## src/rtl/epp_port_pkg.sv

```systemverilog
package epp_port_pkg;
    typedef enum logic [2:0] {
        ST_IDLE,
        ST_ADDR_WR,
        ST_ADDR_RD,
        ST_DATA_WR,
        ST_DATA_RD
    } port_state_t;
endpackage

```

## src/rtl/epp_strobe_sync.sv

```systemverilog
module epp_strobe_sync #(
    parameter int WIDTH  = 3,
    parameter int STAGES = 2
) (
    input  logic             clk,
    input  logic             rst_n,
    input  logic [WIDTH-1:0] async_in,
    output logic [WIDTH-1:0] sync_out
);
    logic [WIDTH-1:0] pipe [STAGES];

    for (genvar s = 0; s < STAGES; s++) begin : g_stage
        always_ff @(posedge clk or negedge rst_n) begin
            if (!rst_n) begin
                pipe[s] <= '1;
            end else if (s == 0) begin
                pipe[s] <= async_in;
            end else begin
                pipe[s] <= pipe[(s == 0) ? 0 : s-1];
            end
        end
    end

    assign sync_out = pipe[STAGES-1];
endmodule

```

## src/rtl/epp_half_seq.sv

```systemverilog
module epp_half_seq #(
    parameter int SAMPLE_W = 12,
    parameter int BYTE_W   = 8
) (
    input  logic                clk,
    input  logic                rst_n,
    input  logic [SAMPLE_W-1:0] word_i,
    input  logic                empty_i,
    input  logic                step_i,
    output logic [BYTE_W-1:0]   byte_o,
    output logic                pop_o
);
    localparam int HALF_W = SAMPLE_W / 2;
    localparam int PAD_W  = BYTE_W - 1 - HALF_W;

    logic is_lower;

    always_ff @(posedge clk or negedge rst_n) begin
        if (!rst_n) begin
            is_lower <= 1'b0;
        end else begin
            is_lower <= is_lower ^ step_i;
        end
    end

    always_comb begin
        if (empty_i) begin
            byte_o = '0;
        end else if (is_lower) begin
            byte_o = {1'b0, {PAD_W{1'b0}}, word_i[HALF_W-1:0]};
        end else begin
            byte_o = {1'b1, {PAD_W{1'b0}}, word_i[SAMPLE_W-1:HALF_W]};
        end
    end

    assign pop_o = step_i & is_lower;

    // a pop must close a lower-half byte and is followed by an upper half
    a_r6_pop_resets_half: assert property (@(posedge clk) disable iff (!rst_n)
        pop_o |=> !is_lower);
endmodule

```

## src/rtl/epp_periph_port.sv

```systemverilog
module epp_periph_port
    import epp_port_pkg::*;
#(
    parameter int SAMPLE_W    = 12,
    parameter int BYTE_W      = 8,
    parameter int SYNC_STAGES = 2
) (
    input  logic                clk,
    input  logic                rst_n,
    input  logic                nwrite,
    input  logic                nastb,
    input  logic                ndstb,
    input  logic [BYTE_W-1:0]   bus_in,
    output logic [BYTE_W-1:0]   bus_out,
    output logic                bus_oe,
    output logic                wait_o,
    output logic [BYTE_W-1:0]   cmd_o,
    input  logic [SAMPLE_W-1:0] fifo_rdata,
    input  logic                fifo_empty,
    output logic                fifo_pop
);
    localparam int CTRL_W = 3;

    port_state_t       state_q, state_d;
    logic [CTRL_W-1:0] ctrl_s;
    logic              nwr_s, nas_s, nds_s;
    logic [BYTE_W-1:0] cmd_q, rd_byte_q, half_byte;
    logic              rd_valid_q, step;

    epp_strobe_sync #(.WIDTH(CTRL_W), .STAGES(SYNC_STAGES)) u_sync (
        .clk      (clk),
        .rst_n    (rst_n),
        .async_in ({nwrite, nastb, ndstb}),
        .sync_out (ctrl_s)
    );
    assign {nwr_s, nas_s, nds_s} = ctrl_s;

    epp_half_seq #(.SAMPLE_W(SAMPLE_W), .BYTE_W(BYTE_W)) u_half (
        .clk     (clk),
        .rst_n   (rst_n),
        .word_i  (fifo_rdata),
        .empty_i (fifo_empty),
        .step_i  (step),
        .byte_o  (half_byte),
        .pop_o   (fifo_pop)
    );

    always_comb begin
        state_d = state_q;
        unique case (state_q)
            ST_IDLE: begin
                if (!nas_s)      state_d = nwr_s ? ST_ADDR_RD : ST_ADDR_WR;
                else if (!nds_s) state_d = nwr_s ? ST_DATA_RD : ST_DATA_WR;
            end
            ST_ADDR_WR, ST_ADDR_RD: if (nas_s) state_d = ST_IDLE;
            ST_DATA_WR, ST_DATA_RD: if (nds_s) state_d = ST_IDLE;
            default: state_d = ST_IDLE;
        endcase
    end

    always_ff @(posedge clk or negedge rst_n) begin
        if (!rst_n) begin
            state_q <= ST_IDLE;
        end else begin
            state_q <= state_d;
        end
    end

    // Captures at the start of a cycle: command on address write, reply byte on reads
    always_ff @(posedge clk or negedge rst_n) begin
        if (!rst_n) begin
            cmd_q      <= '0;
            rd_byte_q  <= '0;
            rd_valid_q <= 1'b0;
        end else if (state_q == ST_IDLE) begin
            unique case (state_d)
                ST_ADDR_WR: cmd_q <= bus_in;
                ST_ADDR_RD: rd_byte_q <= cmd_q;
                ST_DATA_RD: begin
                    rd_byte_q  <= half_byte;
                    rd_valid_q <= !fifo_empty;
                end
                default: ;
            endcase
        end
    end

    always_comb begin
        wait_o  = (state_q != ST_IDLE);
        bus_oe  = (state_q == ST_ADDR_RD) || (state_q == ST_DATA_RD);
        bus_out = bus_oe ? rd_byte_q : '0;
        cmd_o   = cmd_q;
        step    = (state_q == ST_DATA_RD) && nds_s && rd_valid_q;
    end

    // WAIT only rises once a synchronised strobe has been seen low
    a_r2_wait_after_strobe: assert property (@(posedge clk) disable iff (!rst_n)
        $rose(wait_o) |-> ($past(!nas_s) || $past(!ndstb_sync_low_dummy)));

    // the command register changes only when an address write begins
    a_r3_cmd_only_on_addr_wr: assert property (@(posedge clk) disable iff (!rst_n)
        !$stable(cmd_o) |-> (state_q == ST_ADDR_WR && $past(state_q) == ST_IDLE));

    // the bus is driven only while the host reads
    a_r9_oe_only_on_read: assert property (@(posedge clk) disable iff (!rst_n)
        bus_oe |-> (wait_o && nwr_s));

    // nothing is popped while the FIFO is empty
    a_r7_no_pop_when_empty: assert property (@(posedge clk) disable iff (!rst_n)
        fifo_empty |-> !fifo_pop);

    // a pop happens only while a data read is being released
    a_r9_pop_in_data_read: assert property (@(posedge clk) disable iff (!rst_n)
        fifo_pop |-> (state_q == ST_DATA_RD && nds_s));

    logic ndstb_sync_low_dummy;
    assign ndstb_sync_low_dummy = nds_s;
endmodule

```

## config.mk

```make
export PLATFORM = sky130hd
export DESIGN_NAME = epp_periph_port
export DESIGN_NICKNAME = d
export VERILOG_FILES = /design/src/rtl/epp_port_pkg.sv /design/src/rtl/epp_strobe_sync.sv /design/src/rtl/epp_half_seq.sv /design/src/rtl/epp_periph_port.sv
export SDC_FILE = /design/constraint.sdc
export NUM_CORES = 1
export LEC_CHECK = 0
export ABC_AREA = 1
export BUFFER_PORTS_ARGS = -buffer_cell sky130_fd_sc_hd__buf_2
export CELL_PAD_IN_SITES_DETAIL_PLACEMENT = 1
export CELL_PAD_IN_SITES_GLOBAL_PLACEMENT = 2
export CORE_MARGIN = 3
export CORE_UTILIZATION = 30
export DETAILED_ROUTE_END_ITERATION = 8
export GPL_TIMING_DRIVEN = 0
export PLACE_DENSITY_LB_ADDON = 0.1
export SYNTH_ARGS = -nofsm -noshare
export SYNTH_HDL_FRONTEND = slang
export SYNTH_SLANG_ARGS = --single-unit
```

## constraint.sdc

```tcl
create_clock -name clk -period 3.1 [get_ports clk]
set_clock_uncertainty 0.2 [all_clocks]
set_input_delay 0.62 -clock clk [delete_from_list [all_inputs] [get_ports clk]]
set_output_delay 0.62 -clock clk [all_outputs]
set_load 0.005 [all_outputs]
```

# Yosys cells after proc, flatten, opt, wreduce, memory -nomap -nowiden
# Index checks and enable logic that the tools add are counted.
# word_totals
inputBits	26
elab_cells	39
out_inout_bits	19
register_bits	27
# classes
muxes	11
eq_ne	7
bitwise_logic	2
reduce_logical	12
# ops
op	n
$mux 8	3
$pmux 8 s2	1
$mux 3	5
$eq 3x2->1 const B	3
$pmux 3 s3	1
$eq 3x1->1 const B	2
$eq 3x3->1 const B	2
$reduce_and 2->1	3
$reduce_or 2->1	2
$logic_not 3->1	1
$reduce_bool 3->1	1
$logic_and 1x1->1	2
$mux 2	1
$reduce_bool 2->1	1
$and 1x1->1	1
$logic_not 1->1	1
$logic_or 1x1->1	1
$xor 1x1->1	1

# Logic depth before layout (Yosys ltp)
# depth
depth_word	7
ltp_mapped	10
depth_no_buf	10

# Modules after synthesis
# A second synthesis with hierarchy kept.
# unflattened
cells_unflattened	218
hier_area_um2	1597.8
# modules_own_cells
mod	seq_area_each_um2	instances	cells_each	area_each_um2
epp_periph_port	500.5	1	172	1237.4
epp_half_seq	25.0	1	37	180.2
epp_strobe_sync	157.7	1	9	180.2

# Worst setup path before layout
# No wires, ideal clock.
# synth_timing
path_kind	reg-to-output
startpoint	reg state_q[1]
endpoint	out bus_out[0]
t_arrival_ps	999
stages_incl_launch_ff	8
slack_ps	1281
path_buffers	0
path_cell_list	dfrtp_1 > nor2_4 > inv_1 > nor2_1 > inv_1 > nand2_1 > inv_1 > nor2_1
# synth_via
elab_chain_len	3
# synth_rtl
element	line_no	rtl
start: declaration	epp_periph_port.sv:24	port_state_t state_q, state_d;
start signal: assignment	epp_periph_port.sv:65	state_q <= state_d;
$eq 3x2->1 or $eq 3x3->1 (tied branches)	epp_periph_port.sv:90	bus_oe = (state_q == ST_ADDR_RD) || (state_q == ST_DATA_RD);
$logic_or 1x1->1 *	epp_periph_port.sv:90	
net bus_oe	epp_periph_port.sv:15	output logic bus_oe,
$mux 8 *	epp_periph_port.sv:91	bus_out = bus_oe ? rd_byte_q : '0;
end: declaration	epp_periph_port.sv:14	output logic [BYTE_W-1:0] bus_out,
# The timed path passes the listed nets; every way through them passes the cells marked *.

# Final worst setup path
# layout_timing
startpoint	reg state_q[1]
endpoint	out bus_out[0]
# layout_via
elab_chain_len	3
# layout_rtl
element	line_no
$eq 3x2->1 or $eq 3x3->1 (tied branches)	epp_periph_port.sv:90
$logic_or 1x1->1 *	epp_periph_port.sv:90
$mux 8 *	epp_periph_port.sv:91
# Every way passes the cells marked *; elsewhere a longest branch is shown, timed or not.

==> metrics.cfg <==
[run_status]
outcome = completed

[pwr]
p_leak_nw = 0.968
power_w = 0.00155
power.density_nw_per_um2 = 882
vdd_drop_max_v = 0.000282

[global_routing]
grt_start_max_net_pins = 28
grt_first_pass_wirelength_um = 6460
track_usage_pct = 14.8
grt_pass1_vias = 1430
antenna_found_initial = 0
grt_remaining_overflow = 0

[timing]
worst-slew-pin-transition_ps = 611
finalCritPeriodShare_pct = 75.7
slew_headroom_pct = 59.3
finalSetupViolCount = 0
slew_viol_final = 0
finalWorstSetupSlack_ps = 754
whs_ps = 125
finalHoldViolCount = 0
setup_tns_ps = 0
fmax_ghz = 0.426
layout_min_cycle_time_ps = 2350
grt_setup_unrepaired = no

[synth]
avgSynthCellArea_sq_um = 7.72
synth.area.top_cells = dfrtp_1 (37%), nand2_1 (12%), dfstp_2 (11%)
synth_area_sq_um = 1430
yosys.area.top_type_share_pct = 36.8
seq_area_frac_synth_pct = 47.9
yosysWarningCount = 0
ys_types = 22
synth_seq_cells = 27
synth_top_area_cell = dfrtp_1
synthCells = 185
synth_nets = 212

[worst_setup_path]
cp_slowest_stage_delay_ps = 460
end_kind = output port
crit_arrival_ps = 1530
start_kind = register
critPathMaxFanout = 8
required_ps = 2280
cp_common_cell = inv_1
slowest_stage = dfrtp_1
worstPathCellList = nor2_4 > inv_1 > nor2_1 > inv_1 > nand2_1 > inv_1 > nor2_1 > buf_2
crit_type = reg -> out

[clock_network]
clockBufferDepth = 2
cts_sinks = 27
h-tree-depth = 1
post_cts_buffers = 0
tritoncts = done
clk_latency_ps = 280
root_buffer = clkbuf_8
clk_pin_slew_ps = 110
hold_buffers = 0
cts_buffers = 3
cts_resized = 0

[floorplanning]
core_sq_um = 4470
io-pin-count = 45
dieArea_sq_um = 5620
die_width_um = 75.0
row_count = 24
die_y_um = 75.0
initial_core_util_pct = 31.9

[place]
gp_congestion = 0.745
dp_hpwl_um = 3040
dp_slack_ps = 1050
portBuffers = 44

[routing]
via_per_inst = 4.71
dr.pass1.iters = 4
vias = 1341
drt_iter0_drc = 41
drc_errors = 0
totalWireLength_um = 3760
ant_nets = 0
routedWlPerCell_um = 13.2

[finish]
final_util_pct = 39.4
diodes = 0
fillerInstances = 571
layout_common_cells = nand2_1 (46), buf_2 (45), nor2_1 (32)
area_growth_pct = 23.5
layout_commonest_cell = nand2_1
finalNetCount = 261
drive_above_1_share_pct = 30.9

[worst_hold_path]
hold_path.class = in -> async

[flow_run]
cap_viol_max_count = 0

## cell usage after synthesis
cell and number:
inv_2 3, dfrtp_1 21, dfstp_2 6, nand3_1 18
buf_6 1, clkinv_4 1, nor2_4 3, nor2_2 1
ha_1 1, o21ai_0 11, nor2_1 32, or2_2 1
o21ai_1 3, nand3_2 2, nand2_1 46, nand4_1 9
buf_2 1, nand2_2 3, inv_1 19, clkbuf_1 1
nand3_4 1, o21ai_2 1
## sequential cells by signal (all words and copies together), names as in the netlist
name             cells
cmd_o                8
u_sync.pipe          3
u_sync.sync_out      3
u_half.is_lower      1
rd_valid_q           1
rd_byte_q            8
state_q              3
## layer usage
layer | vias up | global-route usage (%) | wire, um
met5 | - | 0 | 0
met4 | 0 | 3.56 | 29
met3 | 4 | 2.54 | 162
met2 | 29 | 25.0 | 1820
met1 | 627 | 19.6 | 1750
li1 | 681 | - | -
## worst paths after layout
check | from | endpoint | slack [ps] | cells after the start
min in group clk | u_sync.pipe[5]$_DFF_PN1_ | u_sync.sync_out[2]$_DFF_PN1_ | 160 | 0
hold / removal | rst_n | u_half.is_lower$_DFF_PN0_ | 130 | 1
setup / recovery | state_q[1]$_DFF_PN0_ | bus_out[0] | 750 | 8
setup reg to reg | u_sync.sync_out[1]$_DFF_PN1_ | rd_byte_q[5]$_DFFE_PN0P_ | 1340 | 7
hold reg to reg | u_sync.pipe[5]$_DFF_PN1_ | u_sync.sync_out[2]$_DFF_PN1_ | 160 | 0
max in group asynchronous | rst_n | cmd_o[2]$_DFFE_PN0P_ | 2160 | 1
## logic make-up after synthesis
group,share of synthesized area [%]
fa+ha+maj,0.876
simple gates,38.0
flops,47.9
compound gates,5.52
buf+inv,7.80
## through the flow
step / instance area, sq um / instances
2_1_floorplan: 1430 / 185
3_3_place_gp: 1710 / 281
3_5_place_dp: 1710 / 281
4_1_cts: 1760 / 285
5_1_grt: 1760 / 285
6_report: 1760 / 285
## critical path, delay by kind of cell (launching register included)
family / cells / cell delay, ps
buffers and inverters: 4 / 370
DFF: 1 / 460
and+or+nand+nor: 4 / 420
## final cells by class
class / count / area [sq um] / share of cell area (%)
multi-input cells: 132 / 633 / 35.9
flip-flops and latches: 27 / 683 / 38.8
repair buffers: 44 / 220 / 12.5
clock buffers: 3 / 41.3 / 2.34
well taps: 52 / 65.1 / 3.69
inverters: 23 / 91.3 / 5.18
plain buffers: 3 / 20.0 / 1.14
clock inverters: 1 / 8.76 / 0.497
## power by group
group,internal (W),leakage (nW),switching [W]
Clock,0.0000946,0.0261,0.000125
Sequential,0.000485,0.326,0.000101
Combinational,0.000269,0.616,0.000481
Total,0.000849,0.968,0.000706
Power figures use the tool's default switching activity.
